$ cat config.mk
export PLATFORM = sky130hd
export DESIGN_NAME = conv_status_reg
export DESIGN_NICKNAME = d
export VERILOG_FILES = /design/src/rtl/conv_status_pkg.sv /design/src/rtl/conv_status_classifier.sv /design/src/rtl/conv_status_sticky.sv /design/src/rtl/conv_status_reg.sv
export SDC_FILE = /design/constraint.sdc
export NUM_CORES = 1
export LEC_CHECK = 0
export BUFFER_PORTS_ARGS = -buffer_cell sky130_fd_sc_hd__buf_4
export CAP_MARGIN = 20
export CORE_UTILIZATION = 38
export DETAILED_ROUTE_END_ITERATION = 12
export MAX_ROUTING_LAYER = met4
export PLACE_DENSITY = 0.7
export SYNTH_ARGS = -nofsm -noshare
export SYNTH_HDL_FRONTEND = slang
export SYNTH_SLANG_ARGS = --single-unit
$ cat constraint.sdc
create_clock -name clk -period 3.6 [get_ports clk]
set_clock_uncertainty 0.1 [all_clocks]
set_input_delay 0.18 -clock clk [delete_from_list [all_inputs] [get_ports clk]]
set_output_delay 0.18 -clock clk [all_outputs]
set_load 0.02 [all_outputs]
$ cat src/rtl/conv_status_pkg.sv
package conv_status_pkg;

    localparam int STAT_W = 8;

    // Flag positions in the status byte; software decodes these.
    localparam int POS_SIGN  = 7;
    localparam int POS_OVER  = 6;
    localparam int POS_UNDER = 5;
    localparam int POS_LOW   = 4;
    localparam int POS_RDY   = 3;

    localparam int N_CONV_FLAGS = 3;

    // Outcome of classifying one conversion result.
    typedef struct packed {
        logic neg;
        logic above;
        logic below;
    } conv_evt_t;

    // Status byte, MSB first.
    typedef struct packed {
        logic       neg;
        logic       above;
        logic       below;
        logic       low;
        logic       rdy;
        logic [2:0] zero;
    } status_t;

    function automatic status_t pack_status(input conv_evt_t f, input logic low,
                                            input logic rdy);
        status_t s;
        s.neg   = f.neg;
        s.above = f.above;
        s.below = f.below;
        s.low   = low;
        s.rdy   = rdy;
        s.zero  = 3'b000;
        return s;
    endfunction

endpackage

$ cat src/rtl/conv_status_classifier.sv
module conv_status_classifier
    import conv_status_pkg::*;
#(
    parameter int RES_W = 16
) (
    input  logic             clk,
    input  logic             rst,
    input  logic             conv_valid,
    input  logic [RES_W-1:0] conv_result,
    input  logic [RES_W-1:0] over_thresh,
    input  logic [RES_W-1:0] under_thresh,
    output conv_evt_t        set_evt,
    output conv_evt_t        live_evt
);
    logic signed [RES_W-1:0] res_s, over_s, under_s;
    conv_evt_t now_evt;
    conv_evt_t last_evt;

    assign res_s   = conv_result;
    assign over_s  = over_thresh;
    assign under_s = under_thresh;

    always_comb begin
        now_evt.neg   = res_s < 0;
        now_evt.above = res_s > over_s;
        now_evt.below = res_s < under_s;
    end

    // Conditions of the most recent completed conversion.
    always_ff @(posedge clk) begin
        if (rst)
            last_evt <= '0;
        else if (conv_valid)
            last_evt <= now_evt;
    end

    assign set_evt  = conv_valid ? now_evt : '0;
    assign live_evt = last_evt;
endmodule

$ cat src/rtl/conv_status_sticky.sv
module conv_status_sticky (
    input  logic clk,
    input  logic rst,
    input  logic set_i,
    input  logic clr_i,
    input  logic keep_i,
    output logic q
);
    always_ff @(posedge clk) begin
        if (rst)
            q <= 1'b0;
        else if (set_i)
            q <= 1'b1;
        else if (clr_i && !keep_i)
            q <= 1'b0;
    end
endmodule

$ cat src/rtl/conv_status_reg.sv
module conv_status_reg
    import conv_status_pkg::*;
#(
    parameter int RES_W          = 16,
    parameter bit HAS_LOW_SUPPLY = 1'b1
) (
    input  logic             clk,
    input  logic             rst,
    input  logic             conv_valid,
    input  logic [RES_W-1:0] conv_result,
    input  logic [RES_W-1:0] over_thresh,
    input  logic [RES_W-1:0] under_thresh,
    input  logic             low_supply,
    input  logic             stat_rd,
    input  logic             result_rd,
    output logic [STAT_W-1:0] stat_q
);
    conv_evt_t set_evt, live_evt, flags;
    logic      low_flag, rdy_flag;
    status_t   status;

    conv_status_classifier #(.RES_W(RES_W)) u_class (
        .clk          (clk),
        .rst          (rst),
        .conv_valid   (conv_valid),
        .conv_result  (conv_result),
        .over_thresh  (over_thresh),
        .under_thresh (under_thresh),
        .set_evt      (set_evt),
        .live_evt     (live_evt)
    );

    logic [N_CONV_FLAGS-1:0] set_v, live_v, flag_v;
    assign set_v  = set_evt;
    assign live_v = live_evt;

    for (genvar i = 0; i < N_CONV_FLAGS; i++) begin : g_conv_flag
        conv_status_sticky u_flag (
            .clk    (clk),
            .rst    (rst),
            .set_i  (set_v[i]),
            .clr_i  (stat_rd),
            .keep_i (live_v[i]),
            .q      (flag_v[i])
        );
    end
    assign flags = flag_v;

    if (HAS_LOW_SUPPLY) begin : g_low
        conv_status_sticky u_low (
            .clk    (clk),
            .rst    (rst),
            .set_i  (low_supply),
            .clr_i  (stat_rd),
            .keep_i (low_supply),
            .q      (low_flag)
        );
    end else begin : g_no_low
        assign low_flag = 1'b0;
    end

    conv_status_sticky u_rdy (
        .clk    (clk),
        .rst    (rst),
        .set_i  (conv_valid),
        .clr_i  (result_rd),
        .keep_i (1'b0),
        .q      (rdy_flag)
    );

    assign status = pack_status(flags, low_flag, rdy_flag);
    assign stat_q = status;
endmodule

Word level (Yosys, flattened, before mapping)
Cells that the tools add are included.

Reductions and logical operators: 13. Multiplexer cells: 11. $lt $le $gt $ge: 3.

Operators by type and width (number): $gt 16x16->1 (1); $lt 16x1->1 const B (1); $lt 16x16->1 (1); $mux 1 (10); $reduce_bool 2->1 (5); $logic_and 1x1->1 (4); $logic_not 1->1 (4); $mux 3 (1).

Flip-flop bits (word level): 8. Bits of input ports: 54. Logic and storage cells: 35.

Longest topological paths before layout
Depth after elaboration: 4. Mapped depth: 8. Mapped depth without buffers: 8.

Modules after synthesis
A second synthesis with hierarchy kept.

Cells, all modules: 155. Area, all modules: 1241.2 µm².

By module, submodules not included: conv_status_classifier (cells an instance 129, area each 968.4 µm², instances 1, sequential area each 60.1 µm²); conv_status_sticky (cells an instance 4, area each 46.3 µm², instances 5, sequential area each 20.0 µm²); conv_status_reg (cells an instance 6, area each 41.3 µm², instances 1, sequential area each 0.0 µm²).

Worst setup path after synthesis
Ideal clock, no wire load.

Kind: input -> register. From: in under_thresh[2]. To: reg g_conv_flag[0].u_flag.q. Cell stages on the path: 8. Data required time: 3.379 ns. Arrival: 1.530 ns. Slack: 1.850 ns. Cell sequence: inv_1 > ha_1 > a211o_1 > a31oi_1 > o221ai_1 > a41oi_1 > mux2i_1 > nand2_1.

Longest elaborated chain between the ends: 3. Elaborated cells between the ends (all ways): 4. Those cells by class: order compare (1); mux (2); reduce/logical (1).

Ends and longest elaborated chain: start: declaration (line conv_status_reg.sv:12) `input logic [RES_W-1:0] under_thresh,`; $lt 16x16->1 (*) (line conv_status_classifier.sv:26) `now_evt.below = res_s < under_s;`; $mux 3 (*) (line conv_status_classifier.sv:37) `assign set_evt = conv_valid ? now_evt : '0;`; $mux 1 or $reduce_bool 2->1 (tied branches); end signal: assignment (line conv_status_sticky.sv:11) `q <= 1'b0;`; end signal: assignment (line conv_status_sticky.sv:13) `q <= 1'b1;`; end signal: assignment (line conv_status_sticky.sv:15) `q <= 1'b0;`; end: declaration (line conv_status_sticky.sv:7) `output logic q`.

Every way passes the cells marked *; elsewhere a longest branch is shown, timed or not. A chain may end at the register's enable or synchronous reset.

Worst setup path after layout
From: in conv_result[2]. To: reg u_class.last_evt (netlist bit u_class.live_evt[0]).

Longest elaborated chain between the ends: 1.

Ends and longest elaborated chain: start: declaration (line conv_status_reg.sv:10) `input logic [RES_W-1:0] conv_result,`; $lt 16x16->1 (line conv_status_classifier.sv:26); end signal: assignment (line conv_status_classifier.sv:34) `last_evt <= now_evt;`; end: declaration (line conv_status_classifier.sv:17) `conv_evt_t last_evt;`.

No other way between the ends.

==> metrics.md <==
| Metric | Value |
|---|---|
| Nets | `295` |
| Worst Path Class, Setup | `input pin to register` |
| Row count | `19` |
| CTS H-tree lvls | `1` |
| Clock Sinks | `8` |
| Worst IR Drop VDD | `0.1302 mV` |
| Post-CTS sizing | `0` |
| Netlist Area Pre-Place | `1125 µm²` |
| Routed WL | `2.652 mm` |
| Total gr overflow | `0` |
| Pleak | `0.9496 nW` |
| Gp weighted congestion | `0.7694` |
| Unique cell type count in the Yosys netlist | `27` |
| Vias/cell | `4.891` |
| Uppermost layer routed | `met4` |
| Most frequent cells in the layout | `buf_4 (58), inv_1 (34), ha_1 (31)` |
| Post-DP HPWL | `2.443 mm` |
| Setup repair after global routing missed its margin | `false` |
| Die Footprint | `3182 µm²` |
| Total track usage | `17.25%` |
| Die height | `56.41 µm` |
| Fmax | `551.3 MHz` |
| First-pass GRT wire length | `4.347 mm` |
| Critical Path Fanout Max | `2` |
| Hold_buf cts | `0` |
| Worst-case clock buffer depth | `2` |
| Via count of the first global-routing pass | `1149` |
| Initial antenna violation count | `0` |
| Wire length per cell | `11.10 µm` |
| Largest net degree at the start of global routing | `7` |
| Post-route met1 wirelength | `1.109 mm` |
| WHS | `0.03050 ns` |
| WL met2 | `1.377 mm` |
| Met3 wire length | `128 µm` |
| Core area | `2781 µm²` |
| Final hold vios | `0` |
| Final setup TNS | `0 ns` |
| Power Dens Cells | `205.4 nW/µm²` |
| Layout cells sized above 1 | `29.33%` |
| Worst skew pair latency | `0.25 ns` |
| I/O pin count | `62` |
| Clock transition at path regs | `0.05 ns` |
| DR iter-0 viols | `22` |
| Worst EP required | `3.64 ns` |
| Synth Register Bits | `8` |
| Max_cap viols | `0` |
| CP Launch Type | `input pin` |
| Port Buffers | `58` |
| Via count | `1169` |
| Clock root buffer | `clkbuf_4` |
| Chip width | `56.41 µm` |
| Initial Util | `40.44%` |
| CP endpoint kind | `register` |
| Minimum clock period | `1.814 ns` |
| Min-Delay Path Class | `input pin to register` |
| TritonRoute pass-1 iters | `2` |
| Post-CTS setup buffers | `0` |
| Mapped Cells | `153` |
| TritonCTS buffer count | `3` |
| Synth warn | `0` |
| Commonest non-fill, non-tap cell in the layout | `buf_4` |
| # diodes | `0` |
| Outcome | `completed` |
| Fin crit share | `50.39%` |
| Routed Antenna Nets | `0` |
| CTS tree | `built` |
| Area Overhead vs Synth | `39.49%` |
| Fin. max-slew vios | `0` |
| Crit path DAT | `1.85 ns` |
| Syn Area/Cell | `7.352 µm²` |
| Drt drc | `0` |
| Final setup viols | `0` |
| Sequential area share after synthesis | `14.24%` |
==> layout make-up <==
type                       count  area [µm²]
sequential                     8       160.2
tap                           31       38.79
timing repair buffer          58       435.4
multi-input combinational    105       784.5
inverter                      34       127.6
clock buffer                   3       22.52
fill                         271        1212
==> path summary, 6_finish.rpt <==
check / start / end / slack, ns / cells after the start
setup / recovery: conv_result[2] / u_class.live_evt[0]$_SDFFE_PP0P_ / 1.79 / 8
hold / removal: rst / u_rdy.q$_SDFFE_PP0P_ / 0.03 / 2
setup reg to reg: u_class.live_evt[0]$_SDFFE_PP0P_ / g_conv_flag[0].u_flag.q$_SDFFE_PP0P_ / 2.84 / 2
hold reg to reg: u_class.live_evt[1]$_SDFFE_PP0P_ / u_class.live_evt[1]$_SDFFE_PP0P_ / 0.35 / 2
==> synthesized netlist by cell type (all sizes together) <==
cell | count | share of area [%]
nor4 | 1 | 0.56
nand2b | 4 | 2.2
a31oi | 1 | 0.56
dfxtp | 8 | 14
nor2 | 11 | 3.7
conb | 1 | 0.33
a211o | 1 | 0.78
nor4b | 1 | 0.78
a21oi | 13 | 5.8
o22ai | 1 | 0.56
or3 | 1 | 0.56
a21o | 3 | 2.0
nor3 | 1 | 0.44
o31a | 1 | 0.78
nor3b | 1 | 0.67
nand2 | 14 | 4.7
o221ai | 1 | 0.78
o21ai | 6 | 2.7
buf | 8 | 5.3
o211ai | 2 | 1.3
mux2i | 1 | 0.89
a211oi | 1 | 0.67
a41oi | 1 | 0.78
nand4 | 4 | 2.2
ha | 31 | 34
inv | 34 | 11
a311o | 1 | 0.89
==> sequential cells by signal (all words and copies together) (netlist names) <==
| signal | flops |
|---|---|
| g_low.u_low.q | 1 |
| u_rdy.q | 1 |
| g_conv_flag.u_flag.q | 3 |
| u_class.live_evt | 3 |
==> metrics by stage <==
stage / util, % / cells / total power (W) / area (µm²) / worst slack [ns]
after floorplan: - / 155 / 0.0001894 / 1132 / 1.850
after global placement: 55.60 / 236 / 0.0002503 / 1546 / 1.646
after detailed placement: 55.60 / 236 / 0.0002562 / 1546 / 1.531
after CTS: 56.41 / 239 / 0.0003264 / 1569 / 1.799
after global routing: 56.41 / 239 / 0.0003466 / 1569 / 1.656
final: 56.41 / 239 / 0.0003222 / 1569 / 1.786
==> critical path, stage by stage <==
cell and delay [ns]:
buf_4 0.12, ha_1 0.31, a211o_1 0.30, a31oi_1 0.18
o221ai_1 0.15, a41oi_1 0.27, mux2i_1 0.28, nand2_1 0.07
==> power breakdown <==
group / leakage [nW] / internal [W] / total (W) / switching [W]
clock network: 0.0138 / 0.0000382 / 0.0000690 / 0.0000308
registers: 0.0663 / 0.0000961 / 0.0000998 / 0.00000376
logic: 0.870 / 0.0000823 / 0.000153 / 0.0000711
total: 0.950 / 0.000217 / 0.000322 / 0.000106
==> routing by layer <==
layer	track usage, %	vias to the layer above
met5	-	-
met2	33.84	39
met3	1.382	4
met1	18.49	506
met4	4.181	0
li1	-	620
==> cell families (layout without fill, tap and decap cells) <==
group                      after synthesis  after routing  synth area share (%)
other                                    1              3                0.3334
buffers and inverters                   42             95                 16.69
and+or+nand+nor                         38             38                 15.80
AOI/OAI and AO/OA                       32             32                 17.58
adders and majority gates               31             31                 34.48
DFF                                      8              8                 14.24
muxes                                    1              1                0.8899
(Power assumes the default switching activity.)
